**src/rtl/poll_limit_ctr.sv**
```systemverilog
module poll_limit_ctr #(
    parameter int MAX_POLLS = 1024
) (
    input  logic clk,
    input  logic rst_n,
    input  logic clr_i,
    input  logic inc_i,
    output logic last_o
);
    generate
        if (MAX_POLLS == 0) begin : g_unlimited
            assign last_o = 1'b0;
        end else begin : g_limited
            localparam int CNT_W = (MAX_POLLS > 1) ? $clog2(MAX_POLLS) : 1;
            localparam logic [CNT_W-1:0] LAST = CNT_W'(MAX_POLLS - 1);
            logic [CNT_W-1:0] cnt_q;

            always_ff @(posedge clk or negedge rst_n) begin
                if (!rst_n) begin
                    cnt_q <= '0;
                end else if (clr_i) begin
                    cnt_q <= '0;
                end else if (inc_i && cnt_q != LAST) begin
                    cnt_q <= cnt_q + 1'b1;
                end
            end

            assign last_o = (cnt_q == LAST);
        end
    endgenerate
endmodule

```
**config.mk**
```make
export PLATFORM = sky130hd
export DESIGN_NAME = poll_limit_ctr
export DESIGN_NICKNAME = d
export VERILOG_FILES = /design/src/rtl/poll_limit_ctr.sv
export SDC_FILE = /design/constraint.sdc
export NUM_CORES = 1
export LEC_CHECK = 0
export ABC_AREA = 1
export BUFFER_PORTS_ARGS = -buffer_cell sky130_fd_sc_hd__buf_2
export CAP_MARGIN = 30
export CORE_MARGIN = 2
export CORE_UTILIZATION = 26
export DETAILED_ROUTE_END_ITERATION = 6
export PLACE_DENSITY_LB_ADDON = 0.1
export RECOVER_POWER = 25
export SYNTH_ARGS = -nofsm -noshare
export SYNTH_HDL_FRONTEND = slang
export SYNTH_SLANG_ARGS = --single-unit
```
**constraint.sdc**
```tcl
create_clock -name clk -period 2.15 [get_ports clk]
set_clock_uncertainty 0.15 [all_clocks]
set_input_delay 0.5375 -clock clk [delete_from_list [all_inputs] [get_ports clk]]
set_output_delay 0.5375 -clock clk [all_outputs]
set_load 0.1 [all_outputs]
```
* Word-level counts from Yosys, hierarchy flattened
Cells that the tools add are included.
Storage, ports and cells: bits in latches 0, word-level logic and storage cells 8, ROM bits 0, flip-flop bits (word level) 10, memories 0, input bits 4, memory bits (writable) 0
Cells by class: div/mod/pow operators 0, magnitude comparators 0, $add $sub $neg 1, equal/unequal tests 2, bitwise logic cells 0, muxes and demuxes 2, $mul 0, shifts and indexed selects 0, reduce and logical (&&, ||, !) cells 2
Operators by type and width (number):
- $mux 10 | 2
- $add 10x1->10 const B | 1
- $eq 10x10->1 const B | 1
- $ne 10x10->1 const B | 1
- $reduce_bool 2->1 | 1
- $logic_and 1x1->1 | 1

* Longest topological paths before layout
Gate-level depths: netlist of run 1.
depth after elaboration 4, gate-level depth with buffers 9, depth with buffers taken out 9

* Least setup slack after synthesis of run 1
OpenSTA, ideal clock, no wires.
path kind flip-flop to output port, start register g_limited.cnt_q[0], end output last_o, slack -642 ps, path buffers 0, data required time 1462 ps, arrival 2105 ps, stages on the path, launching flop included 6, cells stage by stage dfrtp_1 ha_1 nand2_2 nor2_4 nand3_1 nor2_1
On the way: word-level cells in the longest chain between the ends 1
Ends and longest elaborated chain:
- start, declared | RTL line 16 | logic [CNT_W-1:0] cnt_q;
- start signal, assigned | RTL line 24 | cnt_q <= cnt_q + 1'b1;
- $eq 10x10->1 | RTL line 28 | assign last_o = (cnt_q == LAST);
- end, declared | RTL line 8 | output logic last_o
Every way passes these cells.

* Worst setup path after layout of run 1
Same ends and word-level chain as after synthesis.

==> results of run 1 <==
==> worst paths after layout <==
kind                                                startpoint                              to  slack (ps)
worst max register to register  g_limited.cnt_q[0]$_DFFE_PN0P_  g_limited.cnt_q[6]$_DFFE_PN0P_         460
worst min-delay path            g_limited.cnt_q[9]$_DFFE_PN0P_  g_limited.cnt_q[9]$_DFFE_PN0P_         420
min in group asynchronous                                rst_n  g_limited.cnt_q[7]$_DFFE_PN0P_         620
worst min register to register  g_limited.cnt_q[9]$_DFFE_PN0P_  g_limited.cnt_q[9]$_DFFE_PN0P_         420
worst max-delay path            g_limited.cnt_q[0]$_DFFE_PN0P_                          last_o          20
max in group asynchronous                                rst_n  g_limited.cnt_q[8]$_DFFE_PN0P_         850
==> worst max-delay path, cell delays in order, from the launching register on <==
cell     delay, ps
dfrtp_1        360
ha_2           200
nand2_2         80
nor2_4         100
nand3_2        110
nor2_4         140
buf_12         180
==> cells by family after synthesis <==
family	synth area share (%)
XOR/XNOR	1.32
adder cells (fa/ha/maj)	1.88
AND/OR/NAND/NOR	46.6
buffers and inverters	8.08
flip-flops	37.6
AO/OA/AOI/OAI	4.51
==> per-layer routing <==
| layer | track usage (%) | routed length, µm | vias up |
|---|---|---|---|
| met5 | 0 | 0 | - |
| met3 | 5.74 | 56 | 0 |
| li1 | - | - | 342 |
| met2 | 22.8 | 801 | 7 |
| met4 | 3.75 | 0 | 0 |
| met1 | 15.9 | 762 | 306 |
==> timing repair <==
item / CTS / global route
hold buffers: 1 / 0
gates resized for setup: 1 / 1
hold endpoints to repair: 10 / 0
pin swaps: 1 / 3
setup endpoints to repair: 1 / 1
setup buffers: 3 / 5
==> Yosys cell counts, drive strengths merged <==
library cell	count
nand2	35
nand3	18
nor2	14
dfrtp	10
inv	9
o21ai	4
a21oi	2
buf	2
ha	1
nand3b	1
nor3	1
xnor2	1
==> layout make-up <==
cell class	count	area (µm²)	share of cell area, %
Tap cell	30	37.5	4.44
Timing Repair Buffer	14	111	13.2
Sequential cell	10	250	29.6
Multi-Input combinational cell	77	377	44.5
Inverter	9	33.8	3.99
Clock buffer	4	36.3	4.29
==> report_power, final <==
part / total, mW / leakage (nW) / internal, mW / switching, mW
clock network: 0.171 / 0.0210 / 0.103 / 0.0685
logic: 0.0458 / 0.240 / 0.0192 / 0.0267
registers: 0.195 / 0.138 / 0.192 / 0.00305
==> per-stage QoR <==
stage / setup slack [ps] / instance area [µm²]
6_report: 21.4 / 846
5_1_grt: -57.0 / 846
4_1_cts: 32.5 / 807
3_5_place_dp: 217 / 733
3_3_place_gp: 243 / 733
2_1_floorplan: 87.4 / 673
==> key figures, run 1 <==
Status
  – Status: finished, final reports clean

Place
  – Placed wire-length estimate: 1110 µm
  – GP Congestion: 0.679
  – Inst Count DP: 131
  – PortBufs: 4

Yosys
  – Cell taking the most area after synthesis: dfrtp_1
  – Synth top area cells: dfrtp_1, nand2_1, nand3_1, nor2_1, inv_1
  – Synthesized flop and latch total: 10
  – Gate count of the mapped netlist: 98
  – Synth unique cells: 18
  – Syn Nets: 103
  – Synth Area per Inst: 6.79 µm²
  – Register area share after synthesis: 37.6%
  – Post-synth top area share: 37.6%
  – Netlist Area Pre-Place: 666 µm²
  – Ys Warns: 0

Floorplan
  – Initial core utilization: 27.1%
  – Die Wd: 54.6 µm
  – Row count: 18
  – Chip height: 54.6 µm
  – # IOs: 5
  – Die area: 0.00298 mm²
  – Core area: 0.00245 mm²

Worst setup path
  – Crit. End Element: primary output
  – Crit Path Category: flip-flop to primary output
  – CP Launch Type: flip-flop
  – Worst EP arrival: 1440 ps
  – Depth of the most critical reg-to-reg path: 9
  – Worst Path Required: 1460 ps
  – Critical-path maximum fanout: 2

STA
  – FMAX: 470 MHz
  – Slew headroom: 61.3%
  – Post-route minimum period: 2130 ps
  – Least-Margin Pin Slew: 581 ps
  – Slew Limit Fails: 0
  – Final setup violation count: 0
  – Final Hold Viols: 0
  – Final setup TNS: 0 ps
  – Fin crit share: 99.0%
  – Final Hold Slack: 423 ps
  – RSZ-0062 raised after global routing: true

Clock tree
  – CTS tree: yes
  – CTS buffer count: 3
  – Clk root buf: clkbuf_4
  – Htree depth: 1
  – Clock Sinks: 10
  – Worst-case clock buffer depth: 2
  – Clock Latency Late Sink: 270 ps
  – Clock Pin Slew Worst Setup and Hold Paths: 70 ps

Finish
  – Final Util: 34.5%
  – Biggest register: g_limited.cnt_q
  – Final nets: 120
  – Most common cell after layout, fill and taps aside: nand2_1
  – Max reg flops: 10
  – Commonest non-fill, non-tap cells in the layout: nand2_1, nand3_1, nor2_1
  – Finished Layout Cells: 144
  – Top flop regs: g_limited.cnt_q: 10 flops
  – P&R area growth vs syn: 27.1%
  – # fillers: 278
  – # diodes: 0
  – Ratio of cells with drive above 1 in the final layout: 21.1%

Drt
  – Total wire length: 1620 µm
  – Via count: 655
  – ANT nets after route: 0
  – Via density: 4.55
  – TritonRoute pass-1 iters: 4
  – Mean routed wirelength per cell: 11.3 µm
  – # DRC: 0
  – DR iter-0 viols: 7

Flow run
  – Maxcap violations: 0

Global routing
  – Gr usage total: 13.7%
  – First-pass GRT wire length: 2840 µm
  – Vias in the first global route: 655
  – Gr ovfl total: 0
  – Initial antenna violation count: 0
  – Largest net degree at the start of global routing: 16

Pwr
  – Pwr dens: 487 mW/mm²
  – Tot Pwr: 0.412 mW
  – Worst IR drop on VDD: 0.000260 V
  – Leakage power: 0.399 nW

Min path
  – Worst hold stages: 2
  – Worst min path class: flip-flop to flip-flop
No activity file was read; power rests on OpenSTA's default activity.
==> run 2, diff against run 1 <==
- clock period: 2.15 -> 2.1 ns (I/O delays scaled with it)
==> key figures, run 2 (synthesized netlist as in run 1, its figures left out) <==
Global routing
  – Gr ovfl total: 0 (unchanged)
  – Largest net degree at the start of global routing: 16 (unchanged)
  – Vias in the first global route: 666 (was 655)
  – Gr usage total: 13.9% (was 13.7%)
  – Initial antenna violation count: 0 (unchanged)
  – First-pass GRT wire length: 2870 µm (was 2840 µm)

Place
  – PortBufs: 4 (unchanged)
  – Inst Count DP: 131 (unchanged)
  – Placed inst area: 733 µm² (unchanged)
  – Placed wire-length estimate: 1110 µm (unchanged)
  – GP Congestion: 0.679 (unchanged)

Finish
  – Ratio of cells with drive above 1 in the final layout: 18.9% (was 21.1%)
  – Biggest register: g_limited.cnt_q (unchanged)
  – Most common cell after layout, fill and taps aside: nand2_1 (unchanged)
  – Finished Layout Cells: 141 (was 144)
  – Final Util: 33.5% (was 34.5%)
  – # fillers: 276 (was 278)
  – Commonest non-fill, non-tap cells in the layout: nand2_1, nand3_1, nor2_1 (unchanged)
  – # diodes: 0 (unchanged)
  – Design Area, Final: 823 µm² (was 846 µm²)
  – Final nets: 117 (was 120)
  – Max reg flops: 10 (unchanged)
  – Top flop regs: g_limited.cnt_q: 10 flops (unchanged)
  – P&R area growth vs syn: 23.7% (was 27.1%)

Pwr
  – Pwr dens: 509 mW/mm² (was 487 mW/mm²)
  – Leakage power: 0.384 nW (was 0.399 nW)
  – Tot Pwr: 0.419 mW (was 0.412 mW)
  – Worst IR drop on VDD: 0.000257 V (was 0.000260 V)

Drt
  – DR iter-0 viols: 14 (was 7)
  – Met2 wire len: 787 µm (was 801 µm)
  – Via density: 4.58 (was 4.55)
  – M1 WL: 725 µm (was 762 µm)
  – TritonRoute pass-1 iters: 4 (unchanged)
  – Total wire length: 1570 µm (was 1620 µm)
  – Met3 routed WL: 57 µm (was 56 µm)
  – Top sig layer: met3 (unchanged)
  – # DRC: 0 (unchanged)
  – ANT nets after route: 0 (unchanged)
  – Mean routed wirelength per cell: 11.1 µm (was 11.3 µm)
  – Via count: 646 (was 655)

STA
  – Post-route minimum period: 2130 ps
  – Setup WS post-layout: -28.2 ps (was 21.4 ps)
  – RSZ-0062 raised after global routing: true (unchanged)
  – Final Hold Viols: 0 (unchanged)
  – Final setup violation count: 1 (was 0)
  – Fin crit share: 101%
  – Least-Margin Pin Slew: 585 ps (was 581 ps)
  – FMAX: 470 MHz
  – Slew headroom: 61.0% (was 61.3%)
  – Slew Limit Fails: 0 (unchanged)

Min path
  – Worst hold stages: 2 (unchanged)
  – Worst min path class: flip-flop to flip-flop (unchanged)

Clock tree
  – Htree depth: 1 (unchanged)
  – Clock Sinks: 10 (unchanged)
  – Clock Latency Late Sink: 270 ps (about the same)
  – Clk root buf: clkbuf_4 (unchanged)
  – CTS tree: yes (unchanged)
  – Clock Pin Slew Worst Setup and Hold Paths: 70 ps (about the same)
  – CTS buffer count: 3 (unchanged)
  – Worst-case clock buffer depth: 2 (unchanged)

Worst setup path
  – Crit path max-delay cell type: dfrtp_1 (unchanged)
  – Crit Path Category: flip-flop to primary output (unchanged)
  – Crit-path most repeated cell: nor2_4 (unchanged)
  – Critical Path Max Stage Delay: 370 ps (was 360 ps)
  – Worst EP arrival: 1450 ps (was 1440 ps)
  – Critical-path maximum fanout: 2 (unchanged)
  – Depth of the most critical reg-to-reg path: 9 (unchanged)
  – Crit path cell chain: ha_2 > nand2_2 > nor2_4 > nand3_2 > nor2_4 > buf_12 (unchanged)
  – CP Launch Type: flip-flop (unchanged)
  – Crit. End Element: primary output (unchanged)
  – Worst Path Required: 1420 ps (was 1460 ps)

Floorplan
  – Initial core utilization: 27.1% (unchanged)
  – # IOs: 5 (unchanged)
  – Row count: 18 (unchanged)
  – Chip height: 54.6 µm (unchanged)
  – Core area: 0.00245 mm² (unchanged)
  – Die Wd: 54.6 µm (unchanged)
  – Die area: 0.00298 mm² (unchanged)

Status
  – Failing checks: negative setup slack
  – Status: finished, violations left (was finished, final reports clean)

Flow run
  – Maxcap violations: 0 (unchanged)
run 2: per-stage QoR:
stage / setup WS [ps] / hold WS (ps) / setup TNS (ps)
finish: -28.2 / 423 / -28.2
global route: -105 / 463 / -105
CTS: -4.80 / 431 / -4.80
detailed placement: 179 / 259 / 0
global placement: 206 / 259 / 0
floorplan: 49.9 / 79.4 / 0
run 2: layout make-up:
cell class / count / area (µm²) / area share (%)
sequential: 10 / 250 / 30.4
inverter: 9 / 33.8 / 4.10
clock buffer: 4 / 36.3 / 4.41
multi-input combinational: 77 / 377 / 45.7
timing repair buffer: 11 / 88.8 / 10.8
tap: 30 / 37.5 / 4.56
run 2: metal layers:
metal / vias up / global-route usage [%]
met2: 5 / 23.6
met5: - / 0
met3: 0 / 5.74
li1: 337 / -
met1: 304 / 15.9
met4: 0 / 3.75
run 2: path summary, 6_finish.rpt:
| path | slack [ps] | from | to |
|---|---|---|---|
| worst max-delay path | -30 | g_limited.cnt_q[0]$_DFFE_PN0P_ | last_o |
| worst min-delay path | 420 | g_limited.cnt_q[9]$_DFFE_PN0P_ | g_limited.cnt_q[9]$_DFFE_PN0P_ |
| worst max register to register | 400 | g_limited.cnt_q[0]$_DFFE_PN0P_ | g_limited.cnt_q[6]$_DFFE_PN0P_ |
| worst min register to register | 420 | g_limited.cnt_q[9]$_DFFE_PN0P_ | g_limited.cnt_q[9]$_DFFE_PN0P_ |
| max in group asynchronous | 810 | rst_n | g_limited.cnt_q[8]$_DFFE_PN0P_ |
| min in group asynchronous | 610 | rst_n | g_limited.cnt_q[7]$_DFFE_PN0P_ |
run 2: critical path, delay by kind of cell (launching register included):
kind	cells	cell delay, ps
fa+ha+maj	1	200
simple gates	4	430
buf+inv	1	180
flops	1	370
run 2: repair_timing:
action | in CTS | in global routing
hold buffers | 1 | 0
buffers inserted | 3 | 2
setup endpoints to repair | 1 | 1
hold endpoints to repair | 10 | 0
pin swaps | 1 | 3
resized for setup | 2 | 0
run 2: power breakdown:
group	internal (mW)	total, mW	switching (mW)
combinational	0.0162	0.0422	0.0260
clock	0.105	0.177	0.0717
sequential	0.196	0.199	0.00324
